**config.mk**
```make
export PLATFORM = sky130hd
export DESIGN_NAME = spi_shift_engine
export DESIGN_NICKNAME = d
export VERILOG_FILES = /design/src/rtl/spi_eng_pkg.sv /design/src/rtl/spi_half_timer.sv /design/src/rtl/spi_tx_path.sv /design/src/rtl/spi_rx_path.sv /design/src/rtl/spi_shift_engine.sv
export SDC_FILE = /design/constraint.sdc
export NUM_CORES = 1
export LEC_CHECK = 0
export ABC_AREA = 1
export CELL_PAD_IN_SITES_DETAIL_PLACEMENT = 0
export CELL_PAD_IN_SITES_GLOBAL_PLACEMENT = 2
export CORE_MARGIN = 2
export CORE_UTILIZATION = 33
export DETAILED_ROUTE_END_ITERATION = 6
export GPL_TIMING_DRIVEN = 0
export PLACE_DENSITY_LB_ADDON = 0.1
export SLEW_MARGIN = 40
export SYNTH_ARGS = -nofsm -noshare
export SYNTH_HDL_FRONTEND = slang
export SYNTH_SLANG_ARGS = --single-unit
```
**constraint.sdc**
```tcl
create_clock -name clk -period 6.8 [get_ports clk]
set_input_delay 1.36 -clock clk [delete_from_list [all_inputs] [get_ports clk]]
set_output_delay 1.36 -clock clk [all_outputs]
set_load 0.02 [all_outputs]
```
**src/rtl/spi_eng_pkg.sv**
```systemverilog
// Package: shared state encoding, frame kinds and mode codes for the SPI
// shift engine. Mode code values are part of the command interface.
package spi_eng_pkg;

    // Mode codes on cmd_mode.
    localparam logic [2:0] MD_RD_MSB_PRE  = 3'd0;
    localparam logic [2:0] MD_RD_LSB_PRE  = 3'd1;
    localparam logic [2:0] MD_RD_MSB_POST = 3'd2;
    localparam logic [2:0] MD_RD_LSB_POST = 3'd3;
    localparam logic [2:0] MD_WR_LSB      = 3'd4;
    localparam logic [2:0] MD_WR_MSB      = 3'd5;

    // Sequencer state.
    typedef enum logic [2:0] {
        ST_IDLE  = 3'd0,
        ST_SAMP  = 3'd1,
        ST_HALFI = 3'd2,
        ST_HALFA = 3'd3,
        ST_DONE  = 3'd4,
        ST_HALT  = 3'd5
    } eng_state_t;

    // Per-frame bit sequence family.
    typedef enum logic [1:0] {
        K_WRITE   = 2'd0,
        K_RD_PRE  = 2'd1,
        K_RD_POST = 2'd2
    } frame_kind_t;

endpackage

```
**src/rtl/spi_half_timer.sv**
```systemverilog
// Half-period timer. Loading starts a window of max(period,1) cycles;
// 'expired' is high in the last cycle of that window.
// Assumes the caller loads on the edge that enters each timed phase.
module spi_half_timer #(
    parameter int DIV_W = 8
) (
    input  logic             clk,
    input  logic             rst_n,
    input  logic             load,
    input  logic [DIV_W-1:0] period,
    output logic             expired
);
    logic [DIV_W-1:0] cnt_q;

    // Down-counter: reload on phase entry, then count to zero and hold.
    always_ff @(posedge clk) begin
        if (!rst_n) begin
            cnt_q <= '0;
        end else if (load) begin
            cnt_q <= (period == '0) ? '0 : period - 1'b1;
        end else if (cnt_q != '0) begin
            cnt_q <= cnt_q - 1'b1;
        end
    end

    assign expired = (cnt_q == '0);
endmodule

```
**src/rtl/spi_tx_path.sv**
```systemverilog
// Transmit path. Owns the MOSI register and the remaining-bits shift
// register. On load the first wire bit appears at once; each step shows the
// next bit; clear forces MOSI low. MSB-first frames are pre-aligned so bit
// (count-1) of the word goes first.
module spi_tx_path #(
    parameter int DATA_W = 32,
    parameter int CNT_W  = 6
) (
    input  logic              clk,
    input  logic              rst_n,
    input  logic              load,
    input  logic              msb_first,
    input  logic [CNT_W-1:0]  count,
    input  logic [DATA_W-1:0] word,
    input  logic              step,
    input  logic              clear,
    output logic              mosi
);
    logic [DATA_W-1:0] sr_q;
    logic [DATA_W-1:0] aligned;
    logic [CNT_W:0]    pad;

    assign pad     = (CNT_W+1)'(DATA_W) - {1'b0, count};
    assign aligned = word << pad;

    // MOSI and shift register update: load, advance or clear.
    always_ff @(posedge clk) begin
        if (!rst_n) begin
            sr_q <= '0;
            mosi <= 1'b0;
        end else if (load) begin
            if (msb_first) begin
                mosi <= aligned[DATA_W-1];
                sr_q <= aligned << 1;
            end else begin
                mosi <= word[0];
                sr_q <= word >> 1;
            end
        end else if (clear) begin
            mosi <= 1'b0;
        end else if (step) begin
            if (msb_first) begin
                mosi <= sr_q[DATA_W-1];
                sr_q <= sr_q << 1;
            end else begin
                mosi <= sr_q[0];
                sr_q <= sr_q >> 1;
            end
        end
    end
endmodule

```
**src/rtl/spi_rx_path.sv**
```systemverilog
// Receive path. Accumulates sampled MISO bits. MSB-first frames enter at the
// bottom; LSB-first frames enter at the top and are right-justified by
// (DATA_W - count) on the output.
module spi_rx_path #(
    parameter int DATA_W = 32,
    parameter int CNT_W  = 6
) (
    input  logic              clk,
    input  logic              rst_n,
    input  logic              clear,
    input  logic              shift,
    input  logic              msb_first,
    input  logic [CNT_W-1:0]  count,
    input  logic              miso,
    output logic [DATA_W-1:0] word
);
    logic [DATA_W-1:0] acc_q;
    logic [CNT_W:0]    pad;

    assign pad = (CNT_W+1)'(DATA_W) - {1'b0, count};

    // Accumulator: clear at frame start, shift in one bit per sample strobe.
    always_ff @(posedge clk) begin
        if (!rst_n || clear) begin
            acc_q <= '0;
        end else if (shift) begin
            if (msb_first) acc_q <= {acc_q[DATA_W-2:0], miso};
            else           acc_q <= {miso, acc_q[DATA_W-1:1]};
        end
    end

    assign word = msb_first ? acc_q : (acc_q >> pad);
endmodule

```
**src/rtl/spi_shift_engine.sv**
```systemverilog
// SPI master shift engine, top level. Accepts one command while idle and
// runs a frame of 1..DATA_W bits. Each bit is a sequence of timed SCK
// phases plus, for reads, a one-cycle sample slot:
//   write     : idle-half, active-half
//   post read : idle-half, active-half, sample
//   pre read  : sample, active-half, idle-half
// Assumes cfg_div is stable around command acceptance; cfg_cpol is tracked
// only while idle.
module spi_shift_engine
    import spi_eng_pkg::*;
#(
    parameter int DATA_W = 32,
    parameter int DIV_W  = 8,
    localparam int CNT_W = $clog2(DATA_W + 1)
) (
    input  logic              clk,
    input  logic              rst_n,
    input  logic              cfg_cpol,
    input  logic [DIV_W-1:0]  cfg_div,
    input  logic              cmd_valid,
    input  logic              cmd_read,
    input  logic [2:0]        cmd_mode,
    input  logic [CNT_W-1:0]  cmd_count,
    input  logic [DATA_W-1:0] cmd_wdata,
    input  logic              miso,
    output logic              sck,
    output logic              mosi,
    output logic              busy,
    output logic              done,
    output logic              halted,
    output logic              rx_valid,
    output logic [DATA_W-1:0] rdata
);
    eng_state_t        state_q, state_d;
    frame_kind_t       kind_q, kind_new;
    logic              msb_q, msb_new;
    logic              cpol_q;
    logic [DIV_W-1:0]  div_q;
    logic [CNT_W-1:0]  count_q, left_q;
    logic              accept, count_ok, mode_ok, start, go_halt;
    logic              last, expired, timer_load, bit_end;
    logic              tx_step, tx_clear;
    logic [DATA_W-1:0] rx_word;

    // Command decode.
    assign accept   = cmd_valid && (state_q == ST_IDLE);
    assign count_ok = (cmd_count != '0) && (cmd_count <= CNT_W'(DATA_W));
    assign mode_ok  = cmd_read ? (cmd_mode <= MD_RD_LSB_POST)
                               : (cmd_mode == MD_WR_LSB || cmd_mode == MD_WR_MSB);
    assign start    = accept && count_ok && mode_ok;
    assign go_halt  = accept && (cmd_count == '0);
    assign kind_new = !cmd_read ? K_WRITE : (cmd_mode[1] ? K_RD_POST : K_RD_PRE);
    assign msb_new  = cmd_read ? ~cmd_mode[0] : cmd_mode[0];
    assign last     = (left_q == CNT_W'(1));

    // Next-state selection for the per-bit phase sequence.
    always_comb begin
        state_d = state_q;
        unique case (state_q)
            ST_IDLE: begin
                if (go_halt)    state_d = ST_HALT;
                else if (start) state_d = (kind_new == K_RD_PRE) ? ST_SAMP : ST_HALFI;
            end
            ST_SAMP: begin
                if (kind_q == K_RD_PRE) state_d = ST_HALFA;
                else                    state_d = last ? ST_DONE : ST_HALFI;
            end
            ST_HALFI: begin
                if (expired) begin
                    if (kind_q == K_RD_PRE) state_d = last ? ST_DONE : ST_SAMP;
                    else                    state_d = ST_HALFA;
                end
            end
            ST_HALFA: begin
                if (expired) begin
                    unique case (kind_q)
                        K_WRITE:   state_d = last ? ST_DONE : ST_HALFI;
                        K_RD_POST: state_d = ST_SAMP;
                        default:   state_d = ST_HALFI;
                    endcase
                end
            end
            ST_DONE: state_d = ST_IDLE;
            ST_HALT: state_d = ST_HALT;
            default: state_d = ST_IDLE;
        endcase
    end

    assign bit_end = (state_q == ST_SAMP  && kind_q == K_RD_POST)
                  || (state_q == ST_HALFI && expired && kind_q == K_RD_PRE)
                  || (state_q == ST_HALFA && expired && kind_q == K_WRITE);
    assign timer_load = (state_d == ST_HALFI || state_d == ST_HALFA) && (state_d != state_q);
    assign tx_step  = (kind_q == K_WRITE) && (state_q == ST_HALFA) && expired && !last;
    assign tx_clear = (kind_q == K_WRITE) && (state_q == ST_HALFA) && expired && last;

    // Sequencer state and per-command captured settings.
    always_ff @(posedge clk) begin
        if (!rst_n) begin
            state_q <= ST_IDLE;
            kind_q  <= K_WRITE;
            msb_q   <= 1'b0;
            div_q   <= '0;
            count_q <= '0;
            left_q  <= '0;
        end else begin
            state_q <= state_d;
            if (start) begin
                kind_q  <= kind_new;
                msb_q   <= msb_new;
                div_q   <= cfg_div;
                count_q <= cmd_count;
                left_q  <= cmd_count;
            end else if (bit_end) begin
                left_q  <= left_q - 1'b1;
            end
        end
    end

    // Idle clock level: loaded in reset and tracked while idle.
    always_ff @(posedge clk) begin
        if (!rst_n || state_q == ST_IDLE) cpol_q <= cfg_cpol;
    end

    // Receive word, data-ready flag and end-of-frame pulse.
    always_ff @(posedge clk) begin
        if (!rst_n) begin
            rdata    <= '0;
            rx_valid <= 1'b0;
            done     <= 1'b0;
        end else begin
            done <= (state_q == ST_DONE);
            if (start && cmd_read) begin
                rx_valid <= 1'b0;
            end else if (state_q == ST_DONE && kind_q != K_WRITE) begin
                rdata    <= rx_word;
                rx_valid <= 1'b1;
            end
        end
    end

    spi_half_timer #(.DIV_W(DIV_W)) u_timer (
        .clk     (clk),
        .rst_n   (rst_n),
        .load    (timer_load),
        .period  ((state_q == ST_IDLE) ? cfg_div : div_q),
        .expired (expired)
    );

    spi_tx_path #(.DATA_W(DATA_W), .CNT_W(CNT_W)) u_tx (
        .clk       (clk),
        .rst_n     (rst_n),
        .load      (start && !cmd_read),
        .msb_first (msb_new),
        .count     (cmd_count),
        .word      (cmd_wdata),
        .step      (tx_step),
        .clear     (tx_clear),
        .mosi      (mosi)
    );

    spi_rx_path #(.DATA_W(DATA_W), .CNT_W(CNT_W)) u_rx (
        .clk       (clk),
        .rst_n     (rst_n),
        .clear     (start && cmd_read),
        .shift     (state_q == ST_SAMP),
        .msb_first (msb_q),
        .count     (count_q),
        .miso      (miso),
        .word      (rx_word)
    );

    assign sck    = cpol_q ^ (state_q == ST_HALFA);
    assign busy   = (state_q != ST_IDLE) && (state_q != ST_HALT);
    assign halted = (state_q == ST_HALT);
endmodule

```
==> results of run 1 <==
## metrics by stage
step | utilization [%] | instance area, um2 | instances | power [uW] | worst slack, ns
floorplan | - | 10300 | 1776 | 1440 | 3.31
global placement | 38.1 | 11700 | 2263 | 1730 | 2.07
detailed placement | 38.2 | 11700 | 2263 | 1720 | 2.18
CTS | 39.9 | 12200 | 2294 | 2600 | 2.62
global route | 39.9 | 12200 | 2294 | 2740 | 2.37
finish | 39.9 | 12200 | 2294 | 2590 | 2.44
## cells by family (layout without fill, tap and decap cells)
family	Yosys count	count (layout)	synth area share, %
simple gates	1006	1006	43.1
compound gates	385	385	19.7
buf+inv	230	352	9.01
flops	134	134	26.2
xor+xnor	13	13	1.11
fa+ha+maj	7	7	0.851
mux	1	1	0.0972
## power groups by stage
stage / Sequential [uW] / Combinational, uW / Clock (uW)
after floorplan: 867 / 577 / 0
after global placement: 873 / 857 / 0
after detailed placement: 873 / 847 / 0
after CTS: 856 / 852 / 889
after global routing: 861 / 959 / 924
final: 857 / 862 / 871
## sequential cells by signal, summed over array words and instances (netlist names), 2 cells and up
signal	flops
u_rx.acc_q	32
left_q	6
rdata	32
u_timer.cnt_q	8
count_q	6
kind_q	2
state_q	3
u_tx.sr_q	32
div_q	8
## area by class of cell
cell class / count / area share, %
Buffer: 127 / 4.41
Clock buffer: 19 / 3.54
Clock inverter: 12 / 0.869
Inverter: 103 / 3.17
Multi-Input combinational cell: 1412 / 54.5
Sequential cell: 134 / 22.0
Tap cell: 396 / 4.05
Timing Repair Buffer: 91 / 7.44
## worst paths after layout
kind | start | endpoint | slack (ns) | cells past startpoint
setup / recovery | cmd_count[0] | u_tx.sr_q[9]$_SDFFE_PN0P_ | 2.44 | 13
setup reg to reg | count_q[0]$_SDFFE_PN0P_ | rdata[7]$_SDFFE_PN0P_ | 3.49 | 17
hold reg to reg | div_q[3]$_SDFFE_PN0P_ | div_q[3]$_SDFFE_PN0P_ | 0.45 | 2
hold / removal | div_q[3]$_SDFFE_PN0P_ | div_q[3]$_SDFFE_PN0P_ | 0.45 | 2
## cells in the final DEF, fill, tap and decap left out, drive strengths merged, types with 30 or more instances in the layout
master	netlist	layout
a21oi	148	148
a31oi	30	30
buf	49	49
clkbuf	78	97
clkdlybuf4s50	0	91
dfxtp	133	133
inv	100	102
nand2	510	510
nand3	392	392
nor2	77	77
o21ai	183	183
## worst max-delay path, cell delays in order
cell	delay [ns]
buf_2	0.21
clkinv_1	0.26
clkbuf_1	0.33
ha_1	0.33
xnor2_1	0.34
clkinv_1	0.36
clkbuf_1	0.34
nand3_1	0.19
o21ai_1	0.11
o21ai_0	0.38
nor2_1	0.10
o21ai_0	0.24
a21oi_1	0.11
## per-layer routing
metal | vias to the layer above | GRT usage, % | share of wire [%]
met4 | 0 | 12.3 | 4.0
met1 | 5938 | 38.5 | 45
met3 | 80 | 3.40 | 4.9
met2 | 436 | 46.7 | 46
li1 | 6246 | - | -
met5 | - | 0 | 0
==> out/qor.txt, run 1 <==
status -> completed
Layout area overhead -> 18.9%
Mapped Nets -> 1,838
CTS resizes -> 0
row cnt -> 64
final slew viol count -> 0
Sinks on Clock Net -> 134
die area -> 32,600 um2
nets@finish -> 1,948
Avg Inst Size Synth -> 5.80 um2
CTS tree -> done
Worst slew margin -> 49.8%
P_sw -> 991 uW
worst skew pair latency -> 0.44 ns
Synth top area share -> 25.9%
post-synth top area cell -> dfxtp_1
peak supply drop -> 0.175 mV
layout cells sized above 1 -> 6.16%
post-synthesis cell area -> 10,300 um2
worst-path fanout max -> 10
CTS H-tree depth -> 4
Tmin final -> 4.36 ns
sw frac -> 38.3%
vias in the first global route -> 12,011
unrepaired setup endpoints after global routing -> no
Req. time, crit path -> 7.11 ns
clk slew on worst S/H paths -> 0.06 ns
DRT Pass-1 Iters -> 5
diode count -> 0
Detailed Place HPWL -> 37,700 um
CTS hold repair buffers -> 0
Initial DRC Count -> 1,168
final WL -> 47,600 um
Core Region -> 30,700 um2
Main synth FF type -> dfxtp_1
WL per Instance -> 20.7 um
synth cell count leaders -> nand2_1 (502), nand3_1 (390), a21oi_1 (147), o21ai_0 (144), dfxtp_1 (133)
Max clock buf depth -> 2
final period utilization -> 64.1%
Root Buffer -> clkbuf_16
antenna violations before repair -> 0
Leakage -> 0.00476 uW
CP Class -> input pin to flip-flop
Arrival @ worst endpoint -> 4.67 ns
number of flops mapped to enable cells by yosys -> 1
total gr overflow -> 0
drc violations -> 0
hold_ws -> 0.453 ns
Die Ht -> 181 um
Multi-input gate area -> 6680 um2
power density over the cells -> 212 nW/um2
DR vias/cell -> 5.54
first-pass GRT wire length -> 72,700 um
Seq/Total Area, Yosys -> 26.2%
register bit count reported by yosys -> 134
IO Count -> 93
GPL Wtd Cong -> 0.975
Area contributors post-synth -> dfxtp_1 (26%), nand3_1 (19%), nand2_1 (18%), a21oi_1 (7.1%), o21ai_0 (7.0%)
vias -> 12,700
combinational group share of total power -> 33.3%
total area of sequential cells -> 2690 um2
Worst-Margin Slew -> 0.753 ns
DRT antenna net count -> 0
Finish-stage setup viols -> 0
Max-Cap Viols -> 0
Horiz. Die Dim -> 181 um
cell count after synthesis -> 1,776
Internal -> 1600 uW
Flop pwr share -> 33.1%
most common cell in the netlist -> nand2_1
GRT Util Overall -> 28.8%
fillers -> 3,462
Hold Violations, Final -> 0
Initial Util -> 33.6%
f_max -> 229 MHz
Synth cell types -> 43
pin count of the biggest net entering global routing -> 17
Worst Setup Start Kind -> input pin
Total Negative Setup Slacks -> 0 ns
worst min-delay path category -> flip-flop to flip-flop
clock power share -> 33.6%
async set-reset flop share out of synthesis -> 0%
CP Capture Type -> flip-flop
number of synthesis warnings -> 0
buffers added on ports -> 91
CTS Buf Count -> 17
clk_skew -> 0.0127 ns
postcts setup bufs -> 0
Note: power is estimated with default switching activity, not from simulation.
==> run 2: changes to the inputs <==
--- a/config.mk
+++ b/config.mk
@@ -9,7 +9,7 @@
 export CELL_PAD_IN_SITES_DETAIL_PLACEMENT = 0
 export CELL_PAD_IN_SITES_GLOBAL_PLACEMENT = 2
 export CORE_MARGIN = 2
-export CORE_UTILIZATION = 33
+export CORE_UTILIZATION = 31
 export DETAILED_ROUTE_END_ITERATION = 6
 export GPL_TIMING_DRIVEN = 0
 export PLACE_DENSITY_LB_ADDON = 0.1
==> constraint.sdc (replaced) <==
create_clock -name clk -period 4.5 [get_ports clk]
set_input_delay 0.9 -clock clk [delete_from_list [all_inputs] [get_ports clk]]
set_output_delay 0.9 -clock clk [all_outputs]
set_load 0.02 [all_outputs]
==> run 2 against run 1 <==
  * Hold slack got worse by 0.0071 ns
  * Power increased by 55%
  * Critical path depth unchanged
  * Combinational power increased by 51%
  * Wire length decreased by 0.42%
  * Final cell count increased by 2.0%
  * Count of clock-buffer cells in the layout unchanged
  * Flip-flop and latch count unchanged
  * Global-route usage decreased by 1.1 points
  * First-iteration DRC count decreased by 3.1%
  * Clock skew increased by 0.0027 ns
  * Non-clock buffer count unchanged
  * Critical endpoint unchanged
  * Largest cell class unchanged
==> out/qor.txt, run 2 (same netlist as run 1, synthesis figures left out) <==
clock power share -> 35.2% (+1.6 points)
worst skew pair latency -> 0.45 ns (about the same)
combinational group share of total power -> 32.5% (-0.8 points)
Core Region -> 32,600 um2 (+6.4%)
sw frac -> 37.9% (-0.41 points)
first-pass GRT wire length -> 72,000 um (-0.95%)
Max clock buf depth -> 2 (unchanged)
CTS hold repair buffers -> 0 (unchanged)
status -> completed
nets@finish -> 1,948 (unchanged)
pin count of the biggest net entering global routing -> 17 (unchanged)
Die Ht -> 186 um (+3.1%)
drc violations -> 0 (unchanged)
most common cell after layout, fill and taps aside -> nand2_1
Req. time, crit path -> 4.82 ns (-2.29 ns)
Sinks on Clock Net -> 134 (unchanged)
CTS H-tree depth -> 4 (unchanged)
Worst-Margin Slew -> 0.796 ns (+0.0429 ns)
Hold Violations, Final -> 0 (unchanged)
Root Buffer -> clkbuf_16
clk_skew -> 0.0153 ns (+0.00267 ns)
most frequent cells in the layout -> nand2_1 (502), nand3_1 (390), a21oi_1 (147)
peak supply drop -> 0.257 mV (+47%)
Arrival @ worst endpoint -> 4.22 ns (-0.45 ns)
final WL -> 47,400 um (-0.42%)
Layout area overhead -> 19.8%
Multi-input gate area -> 6680 um2 (about the same)
final slew viol count -> 0 (unchanged)
Regs by FF count -> rdata (32), u_rx.acc_q (32), u_tx.sr_q (32)
Initial Util -> 31.6% (-2.0 points)
layout cells sized above 1 -> 6.27% (+0.11 points)
CP Class -> input pin to flip-flop
Initial DRC Count -> 1,132 (-3.1%)
buffers added on ports -> 91 (unchanged)
postcts setup bufs -> 0 (unchanged)
row cnt -> 66 (+3.1%)
CTS tree -> done
total area of sequential cells -> 2690 um2 (unchanged)
CP Capture Type -> flip-flop
Horiz. Die Dim -> 186 um (+3.1%)
final period utilization -> 86.6%
P_sw -> 1520 uW (+53%)
Finish-stage setup viols -> 0 (unchanged)
Max-Cap Viols -> 0 (unchanged)
Worst slew margin -> 46.9% (-2.9 points)
diode count -> 0 (unchanged)
antenna violations before repair -> 0 (unchanged)
DRT Pass-1 Iters -> 6 (+1)
worst min-delay path category -> flip-flop to flip-flop
Internal -> 2490 uW (+56%)
unrepaired setup endpoints after global routing -> no
DR vias/cell -> 5.42 (-2.1%)
total gr overflow -> 0 (unchanged)
worst-path fanout max -> 10 (unchanged)
GRT Util Overall -> 27.6% (-1.1 points)
Leakage -> 0.00479 uW (+0.61%)
Design Power -> 4010 uW (+55%)
Flop pwr share -> 32.3% (-0.8 points)
IO Count -> 93 (unchanged)
CTS resizes -> 0 (unchanged)
Tmin final -> 3.90 ns
vias -> 12,677 (-0.18%)
Total Negative Setup Slacks -> 0 ns (unchanged)
die area -> 34,700 um2 (+6.3%)
r2r setup slk -> 1.11 ns (-2.38 ns)
clk slew on worst S/H paths -> 0.06 ns (about the same)
DRT antenna net count -> 0 (unchanged)
WL per Instance -> 20.2 um (-2.4%)
power density over the cells -> 325 nW/um2 (+53%)
Detailed Place HPWL -> 37,700 um (about the same)
vias in the first global route -> 12,220 (+1.7%)
Worst Setup Start Kind -> input pin
fillers -> 3,710 (+7.2%)
GPL Wtd Cong -> 0.949 (-2.7%)
f_max -> 257 MHz
CTS Buf Count -> 17 (unchanged)
-- run 2: path summary, 6_finish.rpt --
kind	start	cells after the start	to
worst max-delay path	cmd_count[0]	13	u_tx.sr_q[9]$_SDFFE_PN0P_
worst min-delay path	rx_valid$_SDFFE_PP0P_	2	rx_valid$_SDFFE_PP0P_
worst max register to register	count_q[0]$_SDFFE_PN0P_	17	rdata[1]$_SDFFE_PN0P_
worst min register to register	rx_valid$_SDFFE_PP0P_	2	rx_valid$_SDFFE_PP0P_
-- run 2: power by group through the flow --
stage	registers [uW]	logic [uW]	clock network [uW]
detailed placement	1320	1280	0
global route	1300	1440	1500
global placement	1320	1290	0
CTS	1290	1290	1440
floorplan	1310	872	0
finish	1290	1300	1410
-- run 2: per-stage QoR --
stage,cells,instance area (um2),worst slack (ns),util (%),hold slack (ns)
final,2340,12300,0.602,37.8,0.446
after global routing,2340,12300,0.469,37.8,0.467
after CTS,2340,12300,0.664,37.8,0.453
after detailed placement,2309,11800,0.224,36.1,0.443
after global placement,2309,11800,0.156,36.0,0.433
after floorplan,1776,10300,1.47,-,0.430
-- run 2: final cells by class --
class,instances,share of cell area (%)
multi-input combinational,1412,54.1
inverter,103,3.14
clock buffer,19,3.59
tap,442,4.48
timing repair buffer,91,7.38
clock inverter,12,1.05
sequential,134,21.8
buffer,127,4.37
-- run 2: worst max-delay path: stages --
cell,delay (ns)
buf_2,0.20
clkinv_1,0.26
clkbuf_1,0.33
ha_1,0.35
xnor2_1,0.37
clkinv_1,0.36
clkbuf_1,0.33
nand3_1,0.19
o21ai_1,0.10
o21ai_0,0.37
nor2_1,0.11
o21ai_0,0.22
a21oi_1,0.10
-- run 2: per-layer routing --
metal | GRT usage, % | share of wire, %
met5 | 0 | 0
met4 | 12.9 | 4.3
met3 | 3.43 | 4.4
met2 | 48.0 | 48
met1 | 34.0 | 43
